## src/rtl/lcfg_pkg.sv

```systemverilog
package lcfg_pkg;
    localparam int LEN_W = 4;
    localparam int CFG_W = LEN_W + 1;

    typedef struct packed {
        logic             int_match;
        logic [LEN_W-1:0] len;
    } chan_cfg_t;

    localparam logic [LEN_W-1:0] LEN_E1_120R = 4'b0000;
    localparam logic [LEN_W-1:0] LEN_E1_75R  = 4'b1000;

    typedef enum logic [2:0] {
        SEL_NONE,
        SEL_PTR,
        SEL_CFG,
        SEL_HIZ,
        SEL_ALM
    } reg_sel_e;
endpackage

```

## src/rtl/cfg_store.sv

```systemverilog
module cfg_store
    import lcfg_pkg::*;
#(
    parameter int NUM_CH = 8,
    parameter int PTR_W  = 3
) (
    input  logic                    clk,
    input  logic                    rst_n,
    input  logic                    we,
    input  logic [PTR_W-1:0]        sel,
    input  logic [CFG_W-1:0]        wdata,
    output logic [NUM_CH*CFG_W-1:0] cfg_flat,
    output chan_cfg_t               rd_cfg
);
    chan_cfg_t mem_d [NUM_CH];
    chan_cfg_t mem_q [NUM_CH];
    logic      sel_ok;

    assign sel_ok = (32'(sel) < 32'(NUM_CH));

    always_comb begin
        mem_d = mem_q;
        if (we && sel_ok) begin
            mem_d[sel] = chan_cfg_t'(wdata);
        end
        rd_cfg = sel_ok ? mem_q[sel] : '0;
    end

    always_ff @(posedge clk) begin
        if (!rst_n) begin
            for (int i = 0; i < NUM_CH; i++) mem_q[i] <= '0;
        end else begin
            mem_q <= mem_d;
        end
    end

    for (genvar n = 0; n < NUM_CH; n++) begin : g_flat
        assign cfg_flat[n*CFG_W +: CFG_W] = mem_q[n];
    end
endmodule

```

## src/rtl/alarm_latch.sv

```systemverilog
module alarm_latch #(
    parameter int NUM_CH = 8
) (
    input  logic              clk,
    input  logic              rst_n,
    input  logic [NUM_CH-1:0] alarm_in,
    input  logic              clr,
    output logic [NUM_CH-1:0] status
);
    logic [NUM_CH-1:0] status_d;
    logic [NUM_CH-1:0] status_q;

    always_comb begin
        status_d = (clr ? '0 : status_q) | alarm_in;
    end

    always_ff @(posedge clk) begin
        if (!rst_n) status_q <= '0;
        else        status_q <= status_d;
    end

    assign status = status_q;
endmodule

```

## src/rtl/chan_cfg_bank.sv

```systemverilog
module chan_cfg_bank
    import lcfg_pkg::*;
#(
    parameter int            NUM_CH   = 8,
    parameter int            AW       = 8,
    parameter int            DW       = 8,
    parameter logic [AW-1:0] ADDR_PTR = 8'h10,
    parameter logic [AW-1:0] ADDR_WIN = 8'h11,
    parameter logic [AW-1:0] ADDR_HIZ = 8'h12,
    parameter logic [AW-1:0] ADDR_ALM = 8'h13
) (
    input  logic                    clk,
    input  logic                    rst_n,
    input  logic [AW-1:0]           addr,
    input  logic [DW-1:0]           wdata,
    input  logic                    wr_en,
    input  logic                    rd_en,
    output logic [DW-1:0]           rdata,
    input  logic [NUM_CH-1:0]       alarm_in,
    output logic                    irq,
    output logic [NUM_CH-1:0]       tx_hiz,
    output logic [NUM_CH*LEN_W-1:0] line_code,
    output logic [NUM_CH-1:0]       int_match
);
    localparam int PTR_W = (NUM_CH > 1) ? $clog2(NUM_CH) : 1;

    typedef struct packed {
        logic [PTR_W-1:0]  ptr;
        logic [NUM_CH-1:0] hiz;
        logic [DW-1:0]     rdata;
    } bank_st_t;

    bank_st_t                st_d, st_q;
    reg_sel_e                sel;
    logic [DW-1:0]           rd_val;
    logic                    win_we;
    logic                    alm_clr;
    chan_cfg_t               rd_cfg;
    logic [NUM_CH*CFG_W-1:0] cfg_flat;
    logic [NUM_CH-1:0]       status;

    always_comb begin
        if      (addr == ADDR_PTR) sel = SEL_PTR;
        else if (addr == ADDR_WIN) sel = SEL_CFG;
        else if (addr == ADDR_HIZ) sel = SEL_HIZ;
        else if (addr == ADDR_ALM) sel = SEL_ALM;
        else                       sel = SEL_NONE;
    end

    assign win_we  = wr_en && (sel == SEL_CFG);
    assign alm_clr = rd_en && (sel == SEL_ALM);

    always_comb begin
        rd_val = '0;
        case (sel)
            SEL_PTR: rd_val[PTR_W-1:0]  = st_q.ptr;
            SEL_CFG: rd_val[CFG_W-1:0]  = rd_cfg;
            SEL_HIZ: rd_val[NUM_CH-1:0] = st_q.hiz;
            SEL_ALM: rd_val[NUM_CH-1:0] = status;
            default: rd_val = '0;
        endcase
    end

    always_comb begin
        st_d = st_q;
        if (wr_en && sel == SEL_PTR) st_d.ptr = wdata[PTR_W-1:0];
        if (wr_en && sel == SEL_HIZ) st_d.hiz = wdata[NUM_CH-1:0];
        if (rd_en)                   st_d.rdata = rd_val;
    end

    always_ff @(posedge clk) begin
        if (!rst_n) st_q <= '0;
        else        st_q <= st_d;
    end

    cfg_store #(.NUM_CH(NUM_CH), .PTR_W(PTR_W)) u_store (
        .clk      (clk),
        .rst_n    (rst_n),
        .we       (win_we),
        .sel      (st_q.ptr),
        .wdata    (wdata[CFG_W-1:0]),
        .cfg_flat (cfg_flat),
        .rd_cfg   (rd_cfg)
    );

    alarm_latch #(.NUM_CH(NUM_CH)) u_alarm (
        .clk      (clk),
        .rst_n    (rst_n),
        .alarm_in (alarm_in),
        .clr      (alm_clr),
        .status   (status)
    );

    for (genvar n = 0; n < NUM_CH; n++) begin : g_lane
        assign line_code[n*LEN_W +: LEN_W] = cfg_flat[n*CFG_W +: LEN_W];
        assign int_match[n]                = cfg_flat[n*CFG_W + LEN_W];
    end

    assign irq    = |status;
    assign tx_hiz = st_q.hiz;
    assign rdata  = st_q.rdata;
endmodule

```

## config.mk

```make
export PLATFORM = sky130hd
export DESIGN_NAME = chan_cfg_bank
export DESIGN_NICKNAME = d
export VERILOG_FILES = /design/src/rtl/lcfg_pkg.sv /design/src/rtl/cfg_store.sv /design/src/rtl/alarm_latch.sv /design/src/rtl/chan_cfg_bank.sv
export SDC_FILE = /design/constraint.sdc
export NUM_CORES = 1
export LEC_CHECK = 0
export BUFFER_PORTS_ARGS = -buffer_cell sky130_fd_sc_hd__clkbuf_2
export CAP_MARGIN = 5
export CORE_MARGIN = 2
export CORE_UTILIZATION = 50
export DETAILED_ROUTE_END_ITERATION = 10
export PLACE_DENSITY = 0.8
export SYNTH_ARGS = -nofsm -noshare
export SYNTH_HDL_FRONTEND = slang
export SYNTH_SLANG_ARGS = --single-unit
```

## constraint.sdc

```tcl
create_clock -name clk -period 4.7 [get_ports clk]
set_clock_uncertainty 0.15 [all_clocks]
set_input_delay 0.705 -clock clk [delete_from_list [all_inputs] [get_ports clk]]
set_output_delay 0.705 -clock clk [all_outputs]
set_load 0.1 [all_outputs]
```

==> impl_metrics.ini <==
[status]
status = finished clean

[floorplan]
ios = 85
start_util_pct = 52.5
rows = 28
core_area_um2 = 6030
die_w_um = 83.6
die_y_um = 83.6
dieArea_um2 = 6980

[clock_tree]
cts_tree = done
clk-insertion-delay-late_ns = 0.34
clock_sinks = 67
clkSlewWorstSetupHoldPaths_ns = 0.07
htreeDepth = 3
post-cts-setup-buffers = 0
clk_path_buf_depth = 2
cts-buffers-inserted = 9
holdBufCountCts = 0
cts-resized-gates = 0
cts_root_buffer = clkbuf_8

[critical_path]
cpPeakStageDelay_ns = 0.63
start_kind = input pin
cp_num_buf_inv = 1
r2r_setup_slack_ns = 2.47
critPathMaxFanout = 10
critical-path-top-delay-family = simple AND/OR/NAND/NOR gates
worstPathCellList = clkbuf_2 > nor4b_4 > nand4b_1 > mux2i_1 > nor2b_1
crit_arrival_ns = 2.45
cp-end-kind = register
worst_ep_required_time_ns = 4.78
crit_type = input pin to register
slowest_stage = nor4b_4

[yosys]
synth_nets = 349
synthCells = 321
synth-seq-area-share_pct = 42.4
avgSynthCellArea_um2 = 9.86
synth-async-reset-ratio_pct = 0
synthFlopType = dfxtp_1
yosysWarnings = 0
synthDistinctLibCells = 35
syn_area_um2 = 3160
synth_enable_flop_cells = 0
synth_seq_cells = 67

[routing]
wirelength_mm = 7.56
drt_iter0_drc = 129
avgRoutedWirePerCell_um = 16.4
ant_nets = 0
vias_per_cell = 5.57
drc = 0
num_vias = 2568
drt_first_pass_iters = 4

[global_routing]
use_met3_pct = 4.15
grt_pass1_vias = 2466
grtUsageTotal_pct = 22.1
top_usage_layer = met2
grt_overflow_total = 0
grt_max_degree = 55
antenna_found_initial = 0
grt_pass1_wl_mm = 12.3
grt_use_met2_pct = 33.9
grt.met1_usage_pct = 29.8

[sta]
fmax_mhz = 422
fin_hold_ws_ns = 0.322
slew_violations = 0
hold_viol_final = 0
setup_viol = 0
worst_pin_slew_ns = 0.962
finalSetupTns_ns = 0
rsz0062_at_grt = false
period_share_pct = 50.4
layout_min_cycle_time_ns = 2.37
relSlewSlack_pct = 35.8

[power]
peakVddDrop_uv = 198
p_leak_nw = 1.56
power_density_nw_per_um2 = 309

[layout]
drive_gt1_share_pct = 33.9
final_cell_mix = clkbuf_2 (84), dfxtp_1 (67), nand2_1 (53), mux2i_1 (53), nor2b_1 (19)
nNetsFinal = 409
area_delta_synth_final_pct = 15.9
final_common_cell = clkbuf_2
antennaDiodeCount = 0

[min_path]
min_path_type = register to register

[run]
drv_cap = 0

[placement]
dpl.hpwl_mm = 5.41
numPortBuffers = 84
gp_congestion = 0.845
-- worst register-to-register path, cell delays in order, from the launching register on --
cell and delay, ns:
dfxtp_1 0.96, inv_1 0.33, nand4_4 0.19, or2_1 0.30
mux2i_1 0.23
-- stage by stage --
| stage | std cells | utilization [%] | cell area, um2 | setup slack, ns | total power [mW] |
|---|---|---|---|---|---|
| after floorplan | 321 | - | 3160 | 2.50 | 0.642 |
| after global placement | 445 | 57.6 | 3470 | 2.05 | 0.666 |
| after detailed placement | 445 | 57.6 | 3470 | 1.97 | 0.666 |
| after CTS | 461 | 60.9 | 3670 | 2.33 | 1.14 |
| after global routing | 461 | 60.9 | 3670 | 2.17 | 1.17 |
| final | 461 | 60.9 | 3670 | 2.33 | 1.13 |
-- report_power, final --
part / total, mW / switching [mW] / internal, mW
sequential: 0.579 / 0.00534 / 0.574
combinational: 0.0740 / 0.0494 / 0.0246
clock: 0.478 / 0.221 / 0.257
total: 1.13 / 0.276 / 0.856
-- state kept, by name, summed over array words and instances (netlist names) --
name,count
tx_hiz,8
u_alarm.status,8
st_q,3
u_store.cfg_flat,40
rdata,8
-- cells in the mapped netlist (5+ instances only) --
cell	instances	area, um2
a21oi_1	8	40.0
buf_4	16	120
clkbuf_1	14	52.6
dfxtp_1	67	1340
mux2_2	18	203
mux2i_1	53	531
nand2_1	53	199
nand2b_1	5	31.3
nor2_2	6	37.5
nor2b_1	19	119
o221ai_1	9	78.8
o22ai_1	6	37.5
-- path summary, 6_finish.rpt --
check,from,to,cells past startpoint
max,addr[7],tx_hiz[0],5
min,u_store.cfg_flat[18],u_store.cfg_flat[18],2
max reg2reg,st_q[16],u_store.cfg_flat[2],4
min reg2reg,u_store.cfg_flat[18],u_store.cfg_flat[18],2
-- cells by family after synthesis --
kind of cell	share of synthesized area (%)
DFF	42.4
muxes	23.2
AOI/OAI and AO/OA	9.21
buffers and inverters	6.96
and+or+nand+nor	18.3
-- routing by layer --
layer  up-vias  share of wire [%]  wire [um]
li1       1240                  -          -
met5         -                  0          0
met2        83                 47       3520
met3        14                4.5        341
met1      1231                 47       3530
met4         0                2.1        161
-- cell type report --
cell class              count  area [um2]
flip-flops and latches     67        1340
clock inverters             5        52.6
multi-input cells         216        1600
inverters                   2        7.51
well taps                  75        93.8
clock buffers              11         141
fillers                   542        2360
repair buffers             85         428
Note: power is estimated with default switching activity, not from simulation.
